==> src/rtl/uarb_pkg.sv <==
package uarb_pkg;

  localparam int NUM_SRC = 3;
  localparam int SRC_DBG = 0;
  localparam int SRC_PER = 1;
  localparam int SRC_ASY = 2;

  typedef enum logic [2:0] {
    ST_OFF    = 3'd0,
    ST_PER    = 3'd1,
    ST_ASY    = 3'd2,
    ST_BUSY_D = 3'd3,
    ST_BUSY_P = 3'd4,
    ST_BUSY_A = 3'd5
  } uarb_state_e;

  function automatic logic is_busy(uarb_state_e s);
    return (s == ST_BUSY_D) || (s == ST_BUSY_P) || (s == ST_BUSY_A);
  endfunction

  function automatic logic [NUM_SRC-1:0] grant_of(uarb_state_e s);
    logic [NUM_SRC-1:0] g;
    g = '0;
    case (s)
      ST_BUSY_D: g[SRC_DBG] = 1'b1;
      ST_BUSY_P: g[SRC_PER] = 1'b1;
      ST_BUSY_A: g[SRC_ASY] = 1'b1;
      default:   g = '0;
    endcase
    return g;
  endfunction

  // Phase the arbiter returns to after a transaction ends.
  function automatic uarb_state_e resume_of(uarb_state_e s, logic new_frame);
    if (new_frame || s != ST_BUSY_A) return ST_PER;
    return ST_ASY;
  endfunction

endpackage

==> src/rtl/uarb_seq.sv <==
module uarb_seq
  import uarb_pkg::*;
(
  input  logic        clk,
  input  logic        rst_n,
  input  logic        sof_i,
  input  logic        eof_i,
  input  logic        dbg_req_i,
  input  logic        per_req_i,
  input  logic        async_req_i,
  input  logic        fits_i,
  input  logic        done_i,
  output uarb_state_e state_o,
  output logic        frame_start_o,
  output logic        flush_o
);

  uarb_state_e state_q, state_d;
  logic        restart_q, restart_d;
  logic        busy;

  assign busy          = is_busy(state_q);
  assign frame_start_o = sof_i && !busy;
  assign flush_o       = sof_i && per_req_i;
  assign state_o       = state_q;

  always_comb begin
    state_d   = state_q;
    restart_d = restart_q;
    if (busy) begin
      if (done_i) begin
        state_d   = resume_of(state_q, restart_q || sof_i);
        restart_d = 1'b0;
      end else begin
        restart_d = restart_q || sof_i;
      end
    end else if (frame_start_o) begin
      if (dbg_req_i) state_d = fits_i ? ST_BUSY_D : ST_OFF;
      else           state_d = ST_PER;
    end else begin
      case (state_q)
        ST_PER: begin
          if (eof_i)          state_d = ST_OFF;
          else if (per_req_i) state_d = fits_i ? ST_BUSY_P : ST_OFF;
          else                state_d = ST_ASY;
        end
        ST_ASY: begin
          if (eof_i)            state_d = ST_OFF;
          else if (async_req_i) state_d = fits_i ? ST_BUSY_A : ST_OFF;
          else                  state_d = ST_ASY;
        end
        default: state_d = ST_OFF;
      endcase
    end
  end

  always_ff @(posedge clk) begin
    if (!rst_n) begin
      state_q   <= ST_OFF;
      restart_q <= 1'b0;
    end else begin
      state_q   <= state_d;
      restart_q <= restart_d;
    end
  end

endmodule

==> src/rtl/uarb_outmap.sv <==
module uarb_outmap
  import uarb_pkg::*;
#(
  parameter int NUM_PORTS = 4,
  parameter int DBG_PORT  = 0
) (
  input  uarb_state_e          state_i,
  output logic [NUM_SRC-1:0]   grant_o,
  output logic [NUM_PORTS-1:0] port_en_o
);

  logic any_grant;
  logic dbg_run;

  assign grant_o   = grant_of(state_i);
  assign any_grant = |grant_o;
  assign dbg_run   = grant_o[SRC_DBG];

  for (genvar p = 0; p < NUM_PORTS; p++) begin : g_port
    if (p == DBG_PORT) begin : g_dbg
      assign port_en_o[p] = any_grant;
    end else begin : g_other
      assign port_en_o[p] = any_grant && !dbg_run;
    end
  end

endmodule

==> src/rtl/uframe_arbiter.sv <==
module uframe_arbiter
  import uarb_pkg::*;
#(
  parameter int NUM_PORTS = 4,
  parameter int DBG_PORT  = 0
) (
  input  logic                 clk,
  input  logic                 rst_n,
  input  logic                 sof_i,
  input  logic                 eof_i,
  input  logic                 dbg_req_i,
  input  logic                 per_req_i,
  input  logic                 async_req_i,
  input  logic                 fits_i,
  input  logic                 done_i,
  output logic [2:0]           grant_o,
  output logic [NUM_PORTS-1:0] port_en_o,
  output logic                 per_flush_o
);

  uarb_state_e state;
  logic        frame_start;

  uarb_seq u_seq (
    .clk           (clk),
    .rst_n         (rst_n),
    .sof_i         (sof_i),
    .eof_i         (eof_i),
    .dbg_req_i     (dbg_req_i),
    .per_req_i     (per_req_i),
    .async_req_i   (async_req_i),
    .fits_i        (fits_i),
    .done_i        (done_i),
    .state_o       (state),
    .frame_start_o (frame_start),
    .flush_o       (per_flush_o)
  );

  uarb_outmap #(
    .NUM_PORTS (NUM_PORTS),
    .DBG_PORT  (DBG_PORT)
  ) u_out (
    .state_i   (state),
    .grant_o   (grant_o),
    .port_en_o (port_en_o)
  );

endmodule

==> config.mk <==
export PLATFORM = sky130hd
export DESIGN_NAME = uframe_arbiter
export DESIGN_NICKNAME = d
export VERILOG_FILES = /design/src/rtl/uarb_pkg.sv /design/src/rtl/uarb_seq.sv /design/src/rtl/uarb_outmap.sv /design/src/rtl/uframe_arbiter.sv
export SDC_FILE = /design/constraint.sdc
export NUM_CORES = 1
export LEC_CHECK = 0
export BUFFER_PORTS_ARGS = -buffer_cell sky130_fd_sc_hd__buf_2
export CAP_MARGIN = 10
export CELL_PAD_IN_SITES_DETAIL_PLACEMENT = 0
export CELL_PAD_IN_SITES_GLOBAL_PLACEMENT = 2
export CORE_MARGIN = 3
export CORE_UTILIZATION = 21
export DETAILED_ROUTE_END_ITERATION = 7
export GPL_ROUTABILITY_DRIVEN = 0
export GPL_TIMING_DRIVEN = 0
export PLACE_DENSITY = 0.75
export REMOVE_ABC_BUFFERS = 1
export SYNTH_ARGS = -nofsm -noshare
export SYNTH_HDL_FRONTEND = slang
export SYNTH_SLANG_ARGS = --single-unit
==> constraint.sdc <==
create_clock -name clk -period 1.5 [get_ports clk]
set_input_delay 0.15 -clock clk [delete_from_list [all_inputs] [get_ports clk]]
set_output_delay 0.15 -clock clk [all_outputs]
set_load 0.03 [all_outputs]
Yosys cells after proc, flatten, opt, wreduce, memory -nomap -nowiden
Cells that the tools add are included.
Word-level totals
  bits in registers: 4
  word-level logic and storage cells: 40
  output and inout port bits: 8
  input port bits: 9
Cells by class
  multiplexer cells: 21
  reduce and logical (&&, ||, !) cells: 10
  equal/unequal tests: 7
Operators by type and width (number)
  $mux W3: 12
  $mux W1: 7
  $eq A3 B2 Y1 const B: 2
  $eq A3 B3 Y1 const B: 2
  $pmux W3 S2: 1
  $logic_or A1 B1 Y1: 4
  $eq A3 B1 Y1 const B: 1
  $logic_and A1 B1 Y1: 3
  $ne A3 B3 Y1 const B: 1
  $reduce_or A3 Y1: 1
  $logic_not A1 Y1: 2
  $mux W2: 1
  $ne A2 B2 Y1 const B: 1

Depth between registers and ports, before layout
Gate-level depths: netlist (run 1).
  depth after elaboration: 8
  gate-level depth with buffers: 6
  depth with buffers taken out: 5

Modules after synthesis
From an unflattened synthesis (run 1), not the netlist that was laid out.
Unflattened totals
  cell total of the unflattened synthesis: 51
  area, all modules: 377.9 um^2
Modules (own cells, without submodules)
  uarb_seq: area each 307.8 um^2, sequential area each 80.1 um^2, times used 1, cells an instance 40
  uarb_outmap: area each 70.1 um^2, sequential area each 0.0 um^2, times used 1, cells an instance 11

Worst setup path before layout (run 1)
No wires, ideal clock.
  path kind: register to register
  start: register u_seq.state_q[1], in the netlist u_seq.state_o[1]
  end: register u_seq.state_q[1], in the netlist u_seq.state_o[1]
  setup slack: 0.135 ns
  path buffers: 0
  stages on the path, launching flop included: 5
  period minus slack after synthesis: 1.365 ns
  arrival time: 1.290 ns
  library setup time: 0.074 ns
  path through: dfxtp_1 -> nand2b_2 -> inv_2 -> or4b_1 -> a31oi_1
Between the ends
  longest elaborated chain between the ends: 8
  elaborated cells between the ends (all ways): 20
  classes of those cells: 7 x eq/ne; 8 x mux; 5 x reduce/logical
Ends and longest elaborated chain
  start: declaration: RTL line uarb_seq.sv:18  | uarb_state_e state_q, state_d;
  start signal: assignment: RTL line uarb_seq.sv:62  | state_q <= state_d;
  $ne A3 B3 Y1: RTL line uarb_pkg.sv:35  | if (new_frame || s != ST_BUSY_A) return ST_PER;
  $logic_or A1 B1 Y1: RTL line uarb_pkg.sv:35
  $mux W1: RTL line uarb_pkg.sv:35
  $mux W1: RTL line uarb_seq.sv:31  | if (done_i) begin
  $mux W1: RTL line uarb_seq.sv:30  | if (busy) begin
  $mux W3: RTL line uarb_pkg.sv:36  | return ST_ASY;
  $mux W3: RTL line uarb_seq.sv:31
  $mux W3: RTL line uarb_seq.sv:30
Several ways; a longest one is shown, not always the timed one. The select of a mux whose other input is x is not followed.
A chain may end at the register's enable or synchronous reset.

Worst setup path after layout (run 1)
  start: register u_seq.state_q[2], in the netlist u_seq.state_o[2]
  end: register u_seq.state_q[1], in the netlist u_seq.state_o[1]
Same word-level chain as after synthesis.

==> results of run 1 <==
cells by family after synthesis:
| family | share of synthesized area, % |
|---|---|
| AND/OR/NAND/NOR | 38.1 |
| AO/OA/AOI/OAI | 24.9 |
| buffers and inverters | 13.6 |
| flip-flops | 23.4 |
cell usage after synthesis, types with 2 or more instances:
library cell	n
o21ai_0	2
nor2_1	3
inv_2	2
dfxtp_1	4
buf_4	4
nand2_1	4
a21oi_1	4
per-stage QoR:
stage	power (mW)	cells	area (µm²)
floorplan	0.148	39	307
global placement	0.174	70	405
detailed placement	0.173	70	405
CTS	0.308	73	428
global route	0.318	73	437
finish	0.304	73	437
path summary, 6_finish.rpt:
| kind | endpoint | slack [ns] |
|---|---|---|
| min | u_seq.state_o[0]$_SDFFE_PN0P_ | 0.17 |
| max reg2reg | u_seq.state_o[1]$_SDFFE_PN0P_ | 0.14 |
| max | u_seq.state_o[1]$_SDFFE_PN0P_ | 0.14 |
| min reg2reg | u_seq.restart_q$_SDFFE_PN0N_ | 0.54 |
state kept, by name (all words and copies together), names as in the netlist:
register	flops
u_seq.restart_q	1
u_seq.state_o	3
critical path, stage by stage (launching register included):
cell and delay, ns:
dfxtp_2 0.38, nand3b_1 0.18, inv_2 0.06, or4b_1 0.51, a31oi_1 0.16
report_power, final:
group / internal (mW) / switching (mW) / leakage (nW) / total (mW)
clock: 0.0893 / 0.0413 / 0.0138 / 0.131
combinational: 0.0248 / 0.0297 / 0.166 / 0.0545
sequential: 0.112 / 0.00738 / 0.0338 / 0.119
total: 0.226 / 0.0784 / 0.214 / 0.304
routing by layer:
layer | wire length, µm | vias up | GRT usage (%)
li1 | - | 188 | -
met1 | 424 | 160 | 13.6
met2 | 361 | 9 | 12.9
met3 | 52 | 0 | 1.17
met4 | 0 | 0 | 5.11
met5 | 0 | - | 0
cell type report:
cell class                 instances  area, µm²  area share [%]
sequential                         4       83.8            19.2
inverter                           3       11.3            2.58
clock buffer                       3       22.5            5.16
tap                               15       18.8            4.30
multi-input combinational         32        220            50.4
timing repair buffer              16       80.1            18.3
timing repair:
action,4_1_cts,5_1_grt
endpoints found under the setup margin,0,4
hold buffers,0,0
gates resized for setup,0,4
hold endpoints to repair,0,0
==> flow_summary.ini, run 1 <==
[synthesis]
yosys_warnings = 0
yosysSeqAreaShare_pct = 23.4
synth_ff_type = dfxtp_1
ys_types = 28
synthTopCellsByArea = dfxtp_1, buf_4, a21oi_1, nand2_1, and4bb_1
syn_area_um2 = 342
synth_area_leader_cell = dfxtp_1
ys_seq_elements = 4
synth_edf_count = 0
avgSynthCellArea_um2 = 7.76
yosysTopAreaCellShare_pct = 23.4
synthArstFlopShare_pct = 0
synth_cells = 44

[grt]
antenna_found_initial = 0
grt-ovfl-total = 0
grt_pass1_vias = 352
track_usage_pct = 9.33
grt_pass1_wl_mm = 1.48
grt_max_degree = 11

[floorplanning]
io_pins = 17
initial_core_util_pct = 24.1
die_height_um = 46.3
num_rows = 13
die_w_um = 46.3
fp.dieArea_um2 = 2150
core_um2 = 1420

[drt]
vias_per_cell = 4.89
route.vias.total = 357
wl_per_cell_um = 11.5
drtIter0Drc = 5
routed_wl_um = 838
antenna_left = 0
drc_errors = 0
first_pass_iters = 3

[hold_path]
min_from = rst_n
worst_hold_path_type = in2reg
hold-path-cell-count = 2

[power_and_ir_drop]
p_per_area_nw_per_um2 = 696
peakVddDrop_mv = 0.335
p_leak_nw = 0.214

[cts]
insertion_delay_ns = 0.23
clockRootBuffer = clkbuf_4
cts_tree = yes
cts_setup_buffers = 0
cts_max_level = 1
cts_made_buffers = 3
cts_sinks = 4
cts_buffer_depth = 2
clk_pin_slew_ns = 0.04

[placement]
dp.final_hpwl_um = 650
dp_slack_ns = 0.0465
port_buffers = 16

[finish]
utilization_pct = 30.9
final_cell_mix = buf_2, nand2_1, a21oi_1
fillCellCount = 163
synthToLayoutAreaGrowth_pct = 27.8
nNetsFinal = 69
n_antenna_cell = 0
drive_gt1_share_pct = 50.0
layout_commonest_cell = buf_2

[timing]
finalHoldViolCount = 0
timing.hold.ws_ns = 0.168
slew_headroom_pct = 81.3
min_period_ns = 1.36
max_freq_ghz = 0.733
setup_tns_ns = 0
setup_ws_ns = 0.135
worst_pin_slew_ns = 0.279
finalSetupViolations = 0
timing.final.crit_share_pct = 91.0
maxSlewViolCount = 0
skew_ns = 0.00267
rsz0062_at_grt = no

[critical_path]
cp.arrival_ns = 1.51
worstSetupStartpointType = flop
crit_required_ns = 1.64
reg2regPathDepth = 4
crit_fanout = 6
r2r-start = u_seq.state_o[2]$_SDFFE_PN0P_
crit_path_start = u_seq.state_o[2]$_SDFFE_PN0P_
worstSetupEndpointType = flop
worstSetupPathType = reg2reg

[run_status]
status = complete, no violations

[run]
max_cap_violations = 0
(Power assumes the default switching activity.)
==> run 2: changes to the inputs <==
--- a/config.mk
+++ b/config.mk
@@ -5,16 +5,17 @@
 export SDC_FILE = /design/constraint.sdc
 export NUM_CORES = 1
 export LEC_CHECK = 0
+export ABC_AREA = 1
 export BUFFER_PORTS_ARGS = -buffer_cell sky130_fd_sc_hd__buf_2
 export CAP_MARGIN = 10
 export CELL_PAD_IN_SITES_DETAIL_PLACEMENT = 0
 export CELL_PAD_IN_SITES_GLOBAL_PLACEMENT = 2
 export CORE_MARGIN = 3
-export CORE_UTILIZATION = 21
+export CORE_UTILIZATION = 20
 export DETAILED_ROUTE_END_ITERATION = 7
 export GPL_ROUTABILITY_DRIVEN = 0
 export GPL_TIMING_DRIVEN = 0
-export PLACE_DENSITY = 0.75
+export PLACE_DENSITY = 0.76
 export REMOVE_ABC_BUFFERS = 1
 export SYNTH_ARGS = -nofsm -noshare
 export SYNTH_HDL_FRONTEND = slang
==> run 2 against run 1 <==
Flip-flop and latch count did not move; critical path depth fell by 1; largest cell class unchanged; design area rose by 8.9%.
==> flow_summary.ini, run 2 <==
[drt]
routed_wl_um = 882
vias_per_cell = 3.82
route.vias.total = 386
drc_errors = 0
wl_per_cell_um = 8.73
first_pass_iters = 3
drtIter0Drc = 3
antenna_left = 0

[finish]
synthToLayoutAreaGrowth_pct = 27.5
n_antenna_cell = 0
nNetsFinal = 88
layout_commonest_cell = buf_2
final_cell_mix = buf_2, nand2_1, nor2_1, inv_1, nand3_1
largest_reg_flops = 3
drive_gt1_share_pct = 39.0

[power_and_ir_drop]
peakVddDrop_mv = 0.347
p_leak_nw = 0.265
p_per_area_nw_per_um2 = 631

[critical_path]
worstSetupPathType = reg2out
r2r-end = u_seq.state_o[0]$_SDFFE_PN0P_
crit_required_ns = 1.35
crit_fanout = 6
rrSetupSlack_ns = 0.35
worstSetupStartpointType = flop
reg2regPathDepth = 7
r2r-start = u_seq.state_o[0]$_SDFFE_PN0P_
worstPathCellList = nand2_2, nor2_2, buf_2
slowest_delay_ns = 0.42
critical_path.slowest_cell = dfxtp_1
worstSetupEndpointType = output pin
cp.arrival_ns = 1.18

[cts]
ctsHoldBuffers = 0
post_cts_resized = 0
clockRootBuffer = clkbuf_4
insertion_delay_ns = 0.23
cts_setup_buffers = 0
clk_pin_slew_ns = 0.04
cts_sinks = 4
cts_tree = yes
cts_made_buffers = 3
cts_max_level = 1
cts_buffer_depth = 2

[timing]
finalHoldViolCount = 0
finalSetupViolations = 0
rsz0062_at_grt = no
maxSlewViolCount = 0
worst_pin_slew_ns = 0.248
slew_headroom_pct = 83.3
min_period_ns = 1.33
max_freq_ghz = 0.750
timing.hold.ws_ns = 0.186
skew_ns = 0.00253
timing.final.crit_share_pct = 88.8
setup_tns_ns = 0

[floorplanning]
core_um2 = 1630
die_w_um = 49.2
initial_core_util_pct = 22.9
fp.dieArea_um2 = 2420
die_height_um = 49.2
io_pins = 17
num_rows = 14

[grt]
track_usage_pct = 8.76
grt_pass1_wl_mm = 1.59
grt-ovfl-total = 0
grt_max_degree = 7
antenna_found_initial = 0
grt_pass1_vias = 374

[synthesis]
ys_seq_elements = 4
synth_area_leader_cell = dfxtp_1
synthArstFlopShare_pct = 0
synth_edf_count = 0
yosysTopAreaCellShare_pct = 21.5
synth_most_common_cell = nand2_1
yosys_warnings = 0
synthTopCellsByArea = dfxtp_1, nand2_1, buf_4, inv_1, nor2_1
synth_ff_type = dfxtp_1
avgSynthCellArea_um2 = 6.01
ys_types = 21
syn_area_um2 = 373
synthTopCellsByCount = nand2_1, inv_1, nor2_1, nand3_1
yosysSeqAreaShare_pct = 21.5
synth_cells = 62

[hold_path]
whs_endpoint = u_seq.restart_q$_SDFFE_PN0N_
hold-path-cell-count = 3
worst_hold_path_type = in2reg
min_from = rst_n

[run]
max_cap_violations = 0

[placement]
dp.final_hpwl_um = 777
port_buffers = 16

[run_status]
status = complete, no violations
[run 2: changes by cell type in the layout (fill, tap and decap cells not counted), moves of 2 or more]
cell,change
nand2_1,+7
inv_1,+7
nand3_1,+5
inv_2,+2
dfxtp_1,+3
nand4_1,+2
nor2_1,+5
dfxtp_2,-3
[run 2: worst max path at each step]
stage	startpoint	end	depth (start not counted)	slack [ns]
after floorplan	u_seq.state_o[2]$_SDFFE_PN0P_	u_seq.state_o[0]$_SDFFE_PN0P_	5	0.28
after global placement	u_seq.state_o[0]$_SDFFE_PN0P_	u_seq.state_o[0]$_SDFFE_PN0P_	7	0.32
after detailed placement	u_seq.state_o[0]$_SDFFE_PN0P_	u_seq.state_o[0]$_SDFFE_PN0P_	7	0.33
after CTS	u_seq.state_o[2]$_SDFFE_PN0P_	grant_o[2]	3	0.14
after global routing	u_seq.state_o[2]$_SDFFE_PN0P_	grant_o[2]	3	0.07
final	u_seq.state_o[2]$_SDFFE_PN0P_	grant_o[2]	3	0.17
[run 2: stage by stage]
stage | cell area (µm²) | util (%) | power (mW) | instances | worst slack [ns]
after floorplan | 343 | - | 0.151 | 58 | 0.277
after global placement | 453 | 27.8 | 0.177 | 98 | 0.322
after detailed placement | 453 | 27.8 | 0.176 | 98 | 0.332
after CTS | 475 | 29.2 | 0.310 | 101 | 0.143
after global routing | 475 | 29.2 | 0.326 | 101 | 0.0682
final | 475 | 29.2 | 0.300 | 101 | 0.168
[run 2: where the power goes]
group | switching [mW] | internal, mW | leakage (nW)
logic | 0.0363 | 0.0218 | 0.218
clock network | 0.0373 | 0.0890 | 0.0138
registers | 0.00504 | 0.110 | 0.0326
[run 2: routing by layer]
layer	vias to the layer above	global-route usage, %	wire (µm)
met5	-	0	0
li1	225	-	-
met1	153	11.0	460
met3	0	3.06	52
met4	0	7.11	0
met2	8	11.8	370
[run 2: area by class of cell]
type	instances	area, µm²
repair buffers	16	80.1
well taps	24	30.0
inverters	13	51.3
flip-flops and latches	4	80.1
clock buffers	3	22.5
multi-input cells	41	211
fillers	201	1150
[run 2: cell families after synthesis]
group / Yosys count / share of synthesized area [%]
flip-flops: 4 / 21.5
buffers and inverters: 17 / 21.8
AND/OR/NAND/NOR: 32 / 42.6
AO/OA/AOI/OAI: 9 / 14.1
[run 2: critical path: cells and delay by family, from the launching register on]
family | cells | cell delay [ns]
DFF | 1 | 0.42
and+or+nand+nor | 2 | 0.32
buffers and inverters | 1 | 0.22
